`src/rtl/pbp_pkg.sv`:
```
package pbp_pkg;
  localparam int unsigned WORD_W = 32;
  localparam int unsigned HALF_W = WORD_W / 2;
  localparam int unsigned BYTE_W = 8;
  localparam int unsigned OP_W   = 4;

  typedef enum logic [OP_W-1:0] {
    OP_PACK_HL = 4'd0,
    OP_PACK_LH = 4'd1,
    OP_PACK_HH = 4'd2,
    OP_PACK_LL = 4'd3,
    OP_SHL_MRG = 4'd4,
    OP_SHR_MRG = 4'd5,
    OP_SWAP_HW = 4'd6,
    OP_SWAP_BY = 4'd7,
    OP_UNPK_HI = 4'd8,
    OP_UNPK_LO = 4'd9,
    OP_SAT_S16 = 4'd10,
    OP_SAT_U8  = 4'd11
  } pbp_op_e;
endpackage

```
`src/rtl/pbp_perm.sv`:
```
module pbp_perm
  import pbp_pkg::*;
(
  input  pbp_op_e           op_i,
  input  logic [WORD_W-1:0] a_i,
  input  logic [WORD_W-1:0] b_i,
  output logic [WORD_W-1:0] res_o,
  output logic              hit_o
);
  localparam int unsigned NB = WORD_W / BYTE_W;

  logic [HALF_W-1:0] a_hi, a_lo, b_hi, b_lo;
  logic [WORD_W-1:0] b_bswap;

  assign a_hi = a_i[WORD_W-1:HALF_W];
  assign a_lo = a_i[HALF_W-1:0];
  assign b_hi = b_i[WORD_W-1:HALF_W];
  assign b_lo = b_i[HALF_W-1:0];

  // byte swap inside each halfword
  for (genvar g = 0; g < NB; g++) begin : g_bswap
    localparam int unsigned SRC = g ^ 1;
    assign b_bswap[g*BYTE_W +: BYTE_W] = b_i[SRC*BYTE_W +: BYTE_W];
  end

  always_comb begin
    hit_o = 1'b1;
    res_o = '0;
    case (op_i)
      OP_PACK_HL: res_o = {a_hi, b_lo};
      OP_PACK_LH: res_o = {a_lo, b_hi};
      OP_PACK_HH: res_o = {a_hi, b_hi};
      OP_PACK_LL: res_o = {a_lo, b_lo};
      OP_SHL_MRG: res_o = {b_i[WORD_W-BYTE_W-1:0], a_i[WORD_W-1 -: BYTE_W]};
      OP_SHR_MRG: res_o = {a_i[BYTE_W-1:0], b_i[WORD_W-1:BYTE_W]};
      OP_SWAP_HW: res_o = {b_lo, b_hi};
      OP_SWAP_BY: res_o = b_bswap;
      OP_UNPK_HI: res_o = {{(HALF_W-BYTE_W){1'b0}}, b_hi[HALF_W-1 -: BYTE_W],
                           {(HALF_W-BYTE_W){1'b0}}, b_hi[BYTE_W-1:0]};
      OP_UNPK_LO: res_o = {{(HALF_W-BYTE_W){1'b0}}, b_lo[HALF_W-1 -: BYTE_W],
                           {(HALF_W-BYTE_W){1'b0}}, b_lo[BYTE_W-1:0]};
      default:    hit_o = 1'b0;
    endcase
  end
endmodule

```
`src/rtl/pbp_sat.sv`:
```
module pbp_sat
  import pbp_pkg::*;
(
  input  logic [WORD_W-1:0] a_i,
  input  logic [WORD_W-1:0] b_i,
  output logic [WORD_W-1:0] s16_o,
  output logic [WORD_W-1:0] u8_o
);
  localparam int unsigned NW = 2;
  localparam int unsigned NH = WORD_W / HALF_W * NW;

  logic [NW*WORD_W-1:0] words;
  assign words = {a_i, b_i};

  // signed word -> signed halfword
  for (genvar w = 0; w < NW; w++) begin : g_s16
    logic signed [WORD_W-1:0] v;
    logic                     ovf_hi, ovf_lo;
    assign v      = $signed(words[w*WORD_W +: WORD_W]);
    assign ovf_hi = v > $signed({{(HALF_W+1){1'b0}}, {(HALF_W-1){1'b1}}});
    assign ovf_lo = v < $signed({{(HALF_W+1){1'b1}}, {(HALF_W-1){1'b0}}});
    assign s16_o[w*HALF_W +: HALF_W] =
        ovf_hi ? {1'b0, {(HALF_W-1){1'b1}}} :
        ovf_lo ? {1'b1, {(HALF_W-1){1'b0}}} : v[HALF_W-1:0];
  end

  // signed halfword -> unsigned byte
  for (genvar h = 0; h < NH; h++) begin : g_u8
    logic [HALF_W-1:0] hv;
    logic              neg, big;
    assign hv  = words[h*HALF_W +: HALF_W];
    assign neg = hv[HALF_W-1];
    assign big = |hv[HALF_W-2:BYTE_W];
    assign u8_o[h*BYTE_W +: BYTE_W] =
        neg ? '0 : big ? '1 : hv[BYTE_W-1:0];
  end
endmodule

```
`src/rtl/pbp_unit.sv`:
```
module pbp_unit
  import pbp_pkg::*;
(
  input  logic              clk_i,
  input  logic              rst_ni,
  input  logic              valid_i,
  input  logic [OP_W-1:0]   op_i,
  input  logic [WORD_W-1:0] a_i,
  input  logic [WORD_W-1:0] b_i,
  output logic              valid_o,
  output logic [WORD_W-1:0] result_o,
  output logic              illegal_o
);
  pbp_op_e           op;
  logic [WORD_W-1:0] perm_res, s16_res, u8_res, nxt_res;
  logic              perm_hit, nxt_ill;

  assign op = pbp_op_e'(op_i);

  pbp_perm u_perm (
    .op_i  (op),
    .a_i   (a_i),
    .b_i   (b_i),
    .res_o (perm_res),
    .hit_o (perm_hit)
  );

  pbp_sat u_sat (
    .a_i   (a_i),
    .b_i   (b_i),
    .s16_o (s16_res),
    .u8_o  (u8_res)
  );

  always_comb begin
    nxt_ill = 1'b0;
    nxt_res = '0;
    if (perm_hit)              nxt_res = perm_res;
    else if (op == OP_SAT_S16) nxt_res = s16_res;
    else if (op == OP_SAT_U8)  nxt_res = u8_res;
    else                       nxt_ill = 1'b1;
  end

  always_ff @(posedge clk_i or negedge rst_ni) begin
    if (!rst_ni) begin
      valid_o   <= 1'b0;
      illegal_o <= 1'b0;
      result_o  <= '0;
    end else begin
      valid_o   <= valid_i;
      illegal_o <= valid_i & nxt_ill;
      if (valid_i) result_o <= nxt_res;
    end
  end
endmodule

```
`config.mk`:
```
export PLATFORM = sky130hd
export DESIGN_NAME = pbp_unit
export DESIGN_NICKNAME = d
export VERILOG_FILES = /design/src/rtl/pbp_pkg.sv /design/src/rtl/pbp_perm.sv /design/src/rtl/pbp_sat.sv /design/src/rtl/pbp_unit.sv
export SDC_FILE = /design/constraint.sdc
export NUM_CORES = 1
export LEC_CHECK = 0
export ABC_AREA = 1
export BUFFER_PORTS_ARGS = -buffer_cell sky130_fd_sc_hd__buf_2
export CAP_MARGIN = 40
export CORE_ASPECT_RATIO = 1.25
export CORE_UTILIZATION = 35
export CTS_CLUSTER_DIAMETER = 80
export DETAILED_ROUTE_END_ITERATION = 7
export PLACE_DENSITY = 0.67
export SLEW_MARGIN = 10
export SYNTH_ARGS = -nofsm -noshare
export SYNTH_HDL_FRONTEND = slang
export SYNTH_HIERARCHICAL = 1
export SYNTH_SLANG_ARGS = --single-unit
```
`constraint.sdc`:
```
create_clock -name clk_i -period 1 [get_ports clk_i]
set_clock_uncertainty 0.2 [all_clocks]
set_input_delay 0.1 -clock clk_i [delete_from_list [all_inputs] [get_ports clk_i]]
set_output_delay 0.1 -clock clk_i [all_outputs]
set_load 0.05 [all_outputs]
```
## Word-level counts from Yosys, hierarchy flattened

Index checks and enable logic that the tools add are counted.

| storage, ports and cells | value |
|---|---|
| register bits | 34 |
| input port bits | 71 |
| output and inout port bits | 34 |
| word-level logic and storage cells | 45 |

| operators by class | value |
|---|---|
| magnitude comparators | 4 |
| eq/ne operators | 11 |
| muxes and demuxes | 20 |
| bitwise logic cells | 1 |
| reduce and logical (&&, ||, !) cells | 6 |

Operators with widths:

| operator | number |
|---|---|
| 32-bit case mux with 10 select lines | 1 |
| 32-bit 2-to-1 mux | 3 |
| 32-bit by 16-bit > comparator with 1-bit output (second input constant) | 2 |
| 32-bit by 16-bit less-than comparator with 1-bit output (second input constant) | 2 |
| 16-bit 2-to-1 mux | 4 |
| 8-bit 2-to-1 mux | 8 |
| 7-bit OR reduction | 4 |
| 4-bit by 3-bit == test with 1-bit output (second input constant) | 4 |
| 4-bit == test (second input constant) | 4 |
| 10-bit OR reduction | 1 |
| 4-bit by 2-bit == test with 1-bit output (second input constant) | 2 |
| 4-bit by 1-bit == test with 1-bit output (second input constant) | 1 |
| 4-bit zero test | 1 |
| 1-bit 2-to-1 mux | 4 |
| 1-bit bitwise AND | 1 |

## Depth between registers and ports, before layout

Gate-level depths: netlist of the first run.

| logic depth | value |
|---|---|
| depth in word-level cells | 6 |
| mapped depth | 13 |
| gate-level depth less buffers | 12 |

## Modules after synthesis

Netlist of the first run, hierarchy kept.

Modules (own cells, without submodules):

| module | instances | cells an instance | area an instance (µm²) | sequential area each (µm²) |
|---|---|---|---|---|
| pbp_unit | 1 | 326 | 2127.0 | 850.8 |
| pbp_perm | 1 | 328 | 1519.0 | 0.0 |
| pbp_sat | 1 | 220 | 1002.2 | 0.0 |

## Worst setup path after synthesis of the first run

Ideal clock, no wire load.

| path | value |
|---|---|
| path type | in2reg |
| start point | input b_i[15] |
| end point | register result_o[10] |
| setup time | 118 ps |
| arrival | 1095 ps |
| data required time | 682 ps |
| setup slack | -413 ps |
| stages on the path | 12 |
| buffers on the path | 2 |
| cells stage by stage | buf_4 > inv_1 > nand2_1 > nor2_1 > nand2_1 > o21bai_4 > buf_4 > nand2_1 > nand3_1 > nand3_1 > nand2_1 > nand2_1 |

| on the way | value |
|---|---|
| longest elaborated chain between the ends | 5 |
| elaborated cells on any way between the ends | 6 |
| those cells by class | 2 x order compare; 4 x mux |

RTL lines:

| what | RTL line | source |
|---|---|---|
| start, declared | pbp_unit.sv:9 | `input logic [WORD_W-1:0] b_i,` |
| 32-bit by 16-bit less-than comparator with 1-bit output | pbp_sat.sv:21 | `assign ovf_lo = v < $signed({{(HALF_W+1){1'b1}}, {(HALF_W-1){1'b0}}});` |
| 16-bit 2-to-1 mux | pbp_sat.sv:24 | `ovf_lo ? {1'b1, {(HALF_W-1){1'b0}}} : v[HALF_W-1:0];` |
| 16-bit 2-to-1 mux * | pbp_sat.sv:23 | `ovf_hi ? {1'b0, {(HALF_W-1){1'b1}}} :` |
| named net s16_res[10] | pbp_unit.sv:15 | `logic [WORD_W-1:0] perm_res, s16_res, u8_res, nxt_res;` |
| 32-bit 2-to-1 mux * | pbp_unit.sv:39 | `else if (op == OP_SAT_S16) nxt_res = s16_res;` |
| 32-bit 2-to-1 mux * | pbp_unit.sv:38 | `if (perm_hit) nxt_res = perm_res;` |
| end signal, assigned | pbp_unit.sv:52 | `if (valid_i) result_o <= nxt_res;` |
| end, declared | pbp_unit.sv:11 | `output logic [WORD_W-1:0] result_o,` |

Mark *: on every way through the listed nets, which the timed path passes. The rest lies on a longest branch.
A chain may end at the register's enable or synchronous reset.

## Worst setup path after layout of the first run

| path | value |
|---|---|
| start point | input b_i[22] |
| end point | register result_o[13] |

The elaborated chain is that of the path after synthesis.

==> results of run 1 <==
[layout by cell type, fill, tap and decap left out, types with 6 or more instances in the layout]
cell type and count:
nand2_1 283, nor2_2 21, buf_4 150, nand2_4 29, clkbuf_16 11, nand2_2 66, inv_4 8, inv_1 28
nand3_2 58, buf_12 24, inv_2 23, buf_6 69, nand3_1 97, nor2_1 91, buf_8 12, dfrtp_1 34
nand4_1 8, a21oi_1 31, nor2_4 10, buf_2 37, nand2_8 6
[flip-flops by register name (all words and copies together), names as in the netlist]
name and count:
result_o 32, valid_o 1, illegal_o 1
[logic make-up (layout without fill, tap and decap cells)]
group	after synthesis	in the layout
AND/OR/NAND/NOR	680	682
flip-flops	34	34
AO/OA/AOI/OAI	47	47
buffers and inverters	113	373
[cell type report]
cell class / instances / area (sq um)
fillers: 1082 / 4278
flip-flops and latches: 34 / 850.8
repair buffers: 300 / 2919
inverters: 65 / 299.0
clock buffers: 6 / 138.9
clock inverters: 2 / 60.06
multi-input cells: 729 / 4079
well taps: 168 / 210.2
[worst max-delay path, stage by stage]
cell and delay, ns:
buf_6 0.11, inv_2 0.05, nand2_1 0.07, nor2_2 0.11
nand2_2 0.09, o21bai_4 0.24, clkbuf_16 0.23, nand2_4 0.05
nand3_2 0.05, nand3_2 0.08, nand2_2 0.09, nand2_1 0.07
[repair_timing]
item / CTS / global route
hold buffers: 2 / 1
pin swaps: 29 / 137
buffers inserted: 28 / 22
resized for setup: 151 / 272
endpoints found under the hold margin: 36 / 1
setup endpoints to repair: 67 / 67
cloned: 2 / 7
[metal layers]
layer / up-vias / track usage
li1: 3296 / -
met2: 409 / 0.5103
met1: 3355 / 0.3456
met3: 117 / 0.04216
met4: 0 / 0.1723
met5: - / 0
[power by group through the flow]
stage	combinational, mW	clock (mW)	sequential, mW
2_1_floorplan	1.14	0	2.25
3_3_place_gp	2.99	0	1.66
3_5_place_dp	3.01	0	1.66
4_1_cts	3.54	2.17	1.67
5_1_grt	4.43	2.23	1.69
6_report	4.20	2.17	1.68
[cell usage after synthesis]
cell type,n
and3_1,1
nand2_1,374
clkbuf_1,12
nand3_4,1
o21bai_4,2
nor3_4,2
inv_2,7
buf_2,16
nor2_2,6
a31oi_1,5
o21ai_4,2
buf_4,12
o21ai_1,2
nand3_2,1
buf_6,8
or2_2,2
nor2_1,110
nor2_8,1
dfrtp_1,34
nand2_2,3
a21oi_1,32
inv_1,58
nor2_4,5
nand2_4,6
and2_1,2
nand3b_1,3
nand3_1,155
o21ai_0,4
nand4_1,8
[stage by stage]
step	hold WS, ns	worst slack, ns	utilization	instances	area [sq um]
after CTS	0.07149	-0.2566	0.5744	1275	7372
after floorplan	-0.3956	-0.3228	-	874	4737
after global routing	0.02189	-0.3856	0.6667	1304	8557
final	-0.008092	-0.3543	0.6667	1304	8557
after global placement	-0.1165	-0.6531	0.4957	1235	6362
after detailed placement	-0.1172	-0.6870	0.4957	1235	6362
[how the worst max path moves through the flow]
| stage | startpoint | end | slack [ns] | depth (start not counted) |
|---|---|---|---|---|
| 4_1_cts | b_i[29] | result_o[5]$_DFFE_PN0P_ | -0.26 | 12 |
| 6_report | b_i[22] | result_o[13]$_DFFE_PN0P_ | -0.35 | 12 |
| 3_3_place_gp | op_i[3] | result_o[12]$_DFFE_PN0P_ | -0.65 | 11 |
| 5_1_grt | a_i[28] | result_o[28]$_DFFE_PN0P_ | -0.39 | 13 |
| 2_1_floorplan | b_i[15] | result_o[10]$_DFFE_PN0P_ | -0.32 | 12 |
| 3_5_place_dp | op_i[2] | result_o[1]$_DFFE_PN0P_ | -0.69 | 11 |
==> run metrics, run 1 <==
status=complete, but fails checks; failing checks=negative hold slack, negative setup slack; Synth Area in Simple Gates=0.6361; first-pass detailed-route iteration total=7; unrepaired setup endpoints after global routing=yes; Final Hold Fails=1; Synth Register Bits=34; via-per-instance ratio=5.504; Syn Nets=about 950; Hold Crit Depth=3; sequential area share after synthesis=0.1830; relative slew slack=0.7979; clk sink count=34; Worst Setup Slack, final=-0.3543 ns; adder-cell share of the synthesized area=0; worst r2r path cells=4; CP Data Arrival Time=1.33 ns; Port Buf Inserts=104; initial antenna violation count=0; clock latency on the worst-skew pair=approximately 0.29 ns; met2 wire len=around 11 mm; Post-DRT Antenna Nets=0; WL met3=1.710 mm; max-cap check violation count=0; CTS buffer count=5; Yosys warning count=6; final wirelength=23.13 mm; post-synth top area cell=nand2_1; syn_area_per_cell=5.318 sq um; complex-gate fraction of the synthesized area=0.06272; fin crit share=1.354; Rows=between 40 and 50; setup TNS=-13.88 ns; Synth Area in XOR/XNOR=0; drt wl/cell=around 18 um; first-pass GRT wire length=about 31 mm; Core Area=approximately 13,000 sq um; Max H-tree Level=2; largest net degree at the start of global routing=57; crit end category=flop; nets@finish=1,206; worst-path maximum fanout=7; Worst EP required=approximately 0.98 ns; worst r2r src=result_o[17]$_DFFE_PN0P_; root buffer cell=clkbuf_16; worst slew pin tran=just over 0.3 ns; final setup violating endpoints=66; CTS tree=built; sequential power share=0.208; Power Internal=a little under 5 mW; routed vias=roughly 7k; Syn-to-layout area delta=84.09%; endpoint of the worst hold path=illegal_o$_DFF_PN0_; gr ovfl total=0; Iteration-0 DRC Markers=just under 700; Die ar.=roughly 14,000 sq um; Die Height=around 130 um; clock transition at the registers of the reported paths=approximately 0.06 ns; top cell type's share of synthesized area=0.3020; HPWL Detailed=between 15 and 20 mm; hold_sp=valid_i; Die Wd=between 100 and 150 um; vias in the first global route=just over 6k; mux cell area share after synthesis=0; Synth Cell Area=between 4000 and 5000 sq um; switching power total=between 3 and 4 mW; Sw Ratio=0.3984; Achievable Freq=~740 MHz; top routing layer in use=met4; GP Congestion=roughly 1.0; Synth Instances=between 800 and 900; power density cells=940.6 nW/um^2; total chip power=~8.0 mW; Metal-1 WL=around 8.6 mm; reg2reg setup slack=-0.06 ns; Slew Limit Fails=0; combinational share of power=0.522; worst reg2reg path endpoint=result_o[17]$_DFFE_PN0P_; synth unique cells=29; final worst hold slack=-0.008092 ns; Ports=around 110; largest cells by area after synthesis=nand2_1 30%, dfrtp_1 18%, nand3_1 17%, nor2_1 8.9%, inv_1 4.7%; largest family of logic cells by synthesized area=simple AND/OR/NAND/NOR gates; HP Class=in2reg; Lkg Pwr=approximately 4.4 nW; drt drc=0; maximum vdd drop=0.0007828 V; Longest Clk Path Bufs=2; GRT Total Usage=0.2929; CP Class=in2reg; share of layout cells above drive strength 1=0.4833; clock power share=0.270; CP Launch Type=input pin; Tmin final=1.354 ns; number of diodes=0; Initial Util=0.3622
(Power assumes the default switching activity.)
==> inputs of run 2 (changes only) <==
--- a/config.mk
+++ b/config.mk
@@ -8,7 +8,7 @@
 export ABC_AREA = 1
 export BUFFER_PORTS_ARGS = -buffer_cell sky130_fd_sc_hd__buf_2
 export CAP_MARGIN = 40
-export CORE_ASPECT_RATIO = 1.25
+export CORE_ASPECT_RATIO = 1.75
 export CORE_UTILIZATION = 35
 export CTS_CLUSTER_DIAMETER = 80
 export DETAILED_ROUTE_END_ITERATION = 7
==> run metrics, run 2 (synthesis gave the netlist of run 1 again) <==
worst slew pin tran=0.2976 ns; combinational share of power=0.561; Port Buf Inserts=between 100 and 150; gr ovfl total=0; clock power share=0.212; Buffers & Inverters on Critical Path=3; root buffer cell=clkbuf_16; placed cell count=around 1.2k; final core utilization=0.6427; max-cap check violation count=0; Crit path top cell by count=nand2_1; Tmin final=approximately 1.4 ns; most common cell after layout, fill and taps aside=nand2_1; most frequent cells in the layout=310 x nand2_1, 155 x buf_4, 104 x nand3_1, 92 x nor2_1, 60 x buf_6; clk sink count=34; CP Data Arrival Time=~1.4 ns; CTS tree=built; Post-DRT Antenna Nets=0; largest net degree at the start of global routing=42; CP peak stage delay=around 0.18 ns; power density cells=approximately 880 nW/um^2; Syn-to-layout area delta=78.90%; crit end category=flop; share of layout cells above drive strength 1=0.4518; Die Height=154.5 um; HP Class=in2reg; clock latency on the worst-skew pair=0.27 ns; number of diodes=0; HPWL Detailed=about 15 mm; Max H-tree Level=2; first-pass detailed-route iteration total=5; final wirelength=between 20 and 25 mm; via-per-instance ratio=roughly 5.3; setup TNS=-13.17 ns; Initial Util=0.3593; worst-path maximum fanout=8; Biggest register=result_o; nets@finish=~1.2k; sequential power share=0.227; drt wl/cell=16.61 um; GP Congestion=around 1; Sw Ratio=0.4115; post-layout instance area=around 8300 sq um; reg2reg setup slack=-0.05 ns; Slew Limit Fails=0; Placed Area=6431 sq um; Final Hold Fails=1; clock transition at the registers of the reported paths=roughly 0.06 ns; max FFs per register=32; relative slew slack=0.8008; Achievable Freq=just over 700 MHz; Power Internal=roughly 4.3 mW; Core Area=approximately 13,000 sq um; Worst EP required=~0.98 ns; drt drc=0; initial antenna violation count=0; Die Wd=just under 90 um; vias in the first global route=6,417; crit path cell chain=buf_12 -> nor2_4 -> buf_12 -> buf_4 -> nand3_1 -> nand2_1 -> nor2_4 -> nand3_2 -> nor2_1 -> nor2_1 -> nand2_1 -> nand2_1; first-pass GRT wire length=between 30 and 40 mm; final worst hold slack=-0.0006486 ns; unrepaired setup endpoints after global routing=yes; switching power total=3.023 mW; crit path max-delay cell type=nor2_1; Worst Setup Slack, final=-0.3785 ns; fin crit share=1.379; maximum vdd drop=roughly 0.00064 V; Longest Clk Path Bufs=2; Ports=~110; failing checks=negative hold slack, negative setup slack; Lkg Pwr=4.328 nW; fin cells=roughly 1.3k; Die ar.=approximately 14,000 sq um; CTS buffer count=5; Largest delay share family, worst path=simple AND/OR/NAND/NOR gates; Regs by FF count=result_o x32, illegal_o x1, valid_o x1; CP Launch Type=input pin; CP Class=in2reg; Rows=55; GRT Total Usage=0.2997; routed vias=6,892; status=complete, but fails checks; final setup violating endpoints=between 60 and 70; Iteration-0 DRC Markers=about 590
[run 2: final cells by class]
cell class / instances / area (sq um)
clock buffers: 6 / 138.9
fillers: 1201 / 4622
repair buffers: 295 / 2850
clock inverters: 2 / 12.51
inverters: 65 / 279.0
flip-flops and latches: 34 / 850.8
multi-input cells: 729 / 3970
well taps: 171 / 214.0
[run 2: tightest hold or removal path, stage by stage]
cell	delay [ns]
buf_2	0.09
buf_4	0.10
and3_1	0.14
[run 2: routing by layer]
metal	up-vias	share of wire	global-route usage
met5	-	0	0
met4	0	0.070	0.1837
met3	119	0.072	0.02028
met2	404	0.52	0.5202
met1	3090	0.34	0.3480
li1	3279	-	-
[run 2: path summary, 6_finish.rpt]
check | start | to | cells after the start
max | op_i[0] | result_o[21]$_DFFE_PN0P_ | 12
min | valid_i | illegal_o$_DFF_PN0_ | 3
max reg2reg | result_o[3]$_DFFE_PN0P_ | result_o[3]$_DFFE_PN0P_ | 4
min reg2reg | result_o[29]$_DFFE_PN0P_ | result_o[29]$_DFFE_PN0P_ | 2
max in group asynchronous | rst_ni | valid_o$_DFF_PN0_ | 3
min in group asynchronous | rst_ni | result_o[11]$_DFFE_PN0P_ | 3
[run 2: stage by stage]
stage / total power [mW] / setup WS, ns / hold WS [ns]
floorplan: 3.392 / -0.3228 / -0.3956
global placement: 4.683 / -0.7157 / -0.1267
detailed placement: 4.691 / -0.7325 / -0.1328
CTS: 6.945 / -0.2444 / 0.1066
global route: 7.682 / -0.4735 / 0.01438
finish: 7.348 / -0.3785 / -0.0006486
[run 2: power groups by stage]
| stage | registers, mW | logic, mW | clock network [mW] |
|---|---|---|---|
| final | 1.67 | 4.12 | 1.56 |
| after detailed placement | 1.66 | 3.03 | 0 |
| after global routing | 1.69 | 4.37 | 1.62 |
| after floorplan | 2.25 | 1.14 | 0 |
| after CTS | 1.67 | 3.72 | 1.56 |
| after global placement | 1.66 | 3.02 | 0 |
[run 2: timing repair]
item / CTS / global route
endpoints found under the setup margin: 67 / 67
pin swaps: 74 / 65
endpoints found under the hold margin: 36 / 1
resized for setup: 215 / 137
cloned: 3 / 5
hold buffers: 2 / 1
setup buffers: 37 / 12
==> inputs of run 3 (changes only) <==
--- a/config.mk
+++ b/config.mk
@@ -8,11 +8,13 @@
 export ABC_AREA = 1
 export BUFFER_PORTS_ARGS = -buffer_cell sky130_fd_sc_hd__buf_2
 export CAP_MARGIN = 40
+export CELL_PAD_IN_SITES_DETAIL_PLACEMENT = 0
+export CELL_PAD_IN_SITES_GLOBAL_PLACEMENT = 2
 export CORE_ASPECT_RATIO = 1.75
-export CORE_UTILIZATION = 35
+export CORE_UTILIZATION = 27
 export CTS_CLUSTER_DIAMETER = 80
 export DETAILED_ROUTE_END_ITERATION = 7
-export PLACE_DENSITY = 0.67
+export PLACE_DENSITY = 0.93
 export SLEW_MARGIN = 10
 export SYNTH_ARGS = -nofsm -noshare
 export SYNTH_HDL_FRONTEND = slang
==> run metrics, run 3 (synthesis gave the netlist of run 1 again) <==
gr ovfl total=0; critical path depth in cells=13; total chip power=roughly 7.6 mW; Placed Area=roughly 6500 sq um; most frequent cells in the layout=308 x nand2_1, 152 x buf_4, 114 x nand3_1, 91 x nor2_1; Crit path top cell by count=nand2_2; Die ar.=around 18,000 sq um; clock power share=0.232; GRT Total Usage=0.2644; Power Internal=~4.5 mW; Sw Ratio=0.4057; Die Wd=101.2 um; first-pass detailed-route iteration total=7; final worst hold slack=between 0.003 and 0.004 ns; drt drc=0; worst reg2reg path endpoint=result_o[29]$_DFFE_PN0P_; final wirelength=23.92 mm; Longest Clk Path Bufs=2; first-pass GRT wire length=35.68 mm; worst r2r path cells=4; post-layout instance area=~8400 sq um; Achievable Freq=739.2 MHz; Buffers & Inverters on Critical Path=3; combinational share of power=0.548; crit path cell chain=buf_6 -> buf_6 -> nand2_2 -> nor2_2 -> nand2_2 -> o21ai_4 -> buf_12 -> nand2_2 -> nand2_2 -> nand3_2 -> nand3_2 -> nand2_2 -> nand2_1; met3 Use GR=0.01990; clock transition at the registers of the reported paths=around 0.06 ns; nets@finish=roughly 1.2k; Slew Limit Fails=0; number of diodes=0; GR Layer Usage met2=0.4694; Biggest register=result_o; worst r2r src=result_o[29]$_DFFE_PN0P_; gr busiest metal=met2; relative slew slack=0.8304; Tmin final=1.353 ns; fin cells=approximately 1.4k; share of layout cells above drive strength 1=0.4404; filler instances=roughly 1.8k; Largest delay share family, worst path=simple AND/OR/NAND/NOR gates; HPWL Detailed=approximately 16 mm; Core Area=16,870 sq um; Max H-tree Level=2; worst slew pin tran=0.2537 ns; Initial Util=0.2756; CTS buffer count=5; CP Launch Type=input pin; Iteration-0 DRC Markers=around 580; drt wl/cell=roughly 17 um; CP Data Arrival Time=between 1 and 1.5 ns; via-per-instance ratio=5.056; GR Util met1=0.3014; Worst Setup Slack, final=-0.3528 ns; Regs by FF count=result_o x32, illegal_o x1, valid_o x1; largest net degree at the start of global routing=41; CP Class=in2reg; pre-CTS setup slack=-0.7476 ns; crit path max-delay cell type=o21ai_4; root buffer cell=clkbuf_16; Rows=63; maximum vdd drop=0.0005685 V; placed cell count=about 1.3k; fin crit share=1.353; worst setup path end=result_o[20]$_DFFE_PN0P_; CTS tree=built; Post-DRT Antenna Nets=0; failing checks=negative setup slack; Final Hold Fails=0; Ports=105; Syn-to-layout area delta=80.19%; Port Buf Inserts=roughly 100; worst-path maximum fanout=8; Worst EP required=approximately 1.0 ns; Lkg Pwr=~4.4 nW; Die Height=around 180 um; most common cell after layout, fill and taps aside=nand2_1; final core utilization=0.4965; final setup violating endpoints=67; routed vias=a little under 7k; power density cells=910.4 nW/um^2; unrepaired setup endpoints after global routing=yes; sequential power share=0.220; setup TNS=-13.41 ns; HP Class=in2reg; crit path from=a_i[26]; max FFs per register=32; CP peak stage delay=0.23 ns; crit end category=flop; vias in the first global route=about 6.6k; switching power total=3.094 mW; clock latency on the worst-skew pair=0.28 ns; GP Congestion=~0.95; reg2reg setup slack=-0.04 ns; clk sink count=34; max-cap check violation count=0; status=complete, but fails checks; initial antenna violation count=0
run 3: worst min-delay path by stage:
stage                 start                  endpoint  cells past startpoint
floorplan            rst_ni       illegal_o$_DFF_PN0_                      0
global placement     rst_ni  result_o[11]$_DFFE_PN0P_                      2
detailed placement   rst_ni  result_o[10]$_DFFE_PN0P_                      2
CTS                 valid_i       illegal_o$_DFF_PN0_                      3
global route        valid_i       illegal_o$_DFF_PN0_                      3
finish              valid_i       illegal_o$_DFF_PN0_                      3
run 3: cell type report:
class	count	area, sq um	area share
clock inverter	2	37.54	0.004482
tap	227	284.0	0.03391
sequential	34	852.1	0.1017
clock buffer	6	128.9	0.01539
inverter	65	269.0	0.03212
multi-input combinational	730	3880	0.4633
timing repair buffer	303	2924	0.3491
run 3: power by group through the flow:
stage	combinational [mW]	clock (mW)	sequential (mW)
2_1_floorplan	1.14	0	2.25
3_3_place_gp	3.04	0	1.68
3_5_place_dp	3.04	0	1.68
4_1_cts	3.85	1.80	1.68
5_1_grt	4.41	1.85	1.70
6_report	4.18	1.77	1.68
run 3: per-layer routing:
layer / wire length, um / share of wire
met5: 0 / 0
met4: 1301 / 0.054
met3: 1243 / 0.052
met2: 12480 / 0.52
met1: 8897 / 0.37
run 3: what timing repair did:
item | CTS | global route
gates cloned | 11 | 3
endpoints found under the hold margin | 35 | 0
endpoints found under the setup margin | 67 | 67
hold buffers | 2 | 0
pin swaps | 68 | 94
resized for setup | 167 | 127
buffers inserted | 39 | 12
run 3: worst register-to-register path: cells and delay by family (launching register included):
kind | cells | cell delay [ns]
simple gates | 2 | 0.10
buf+inv | 2 | 0.25
flops | 1 | 0.38
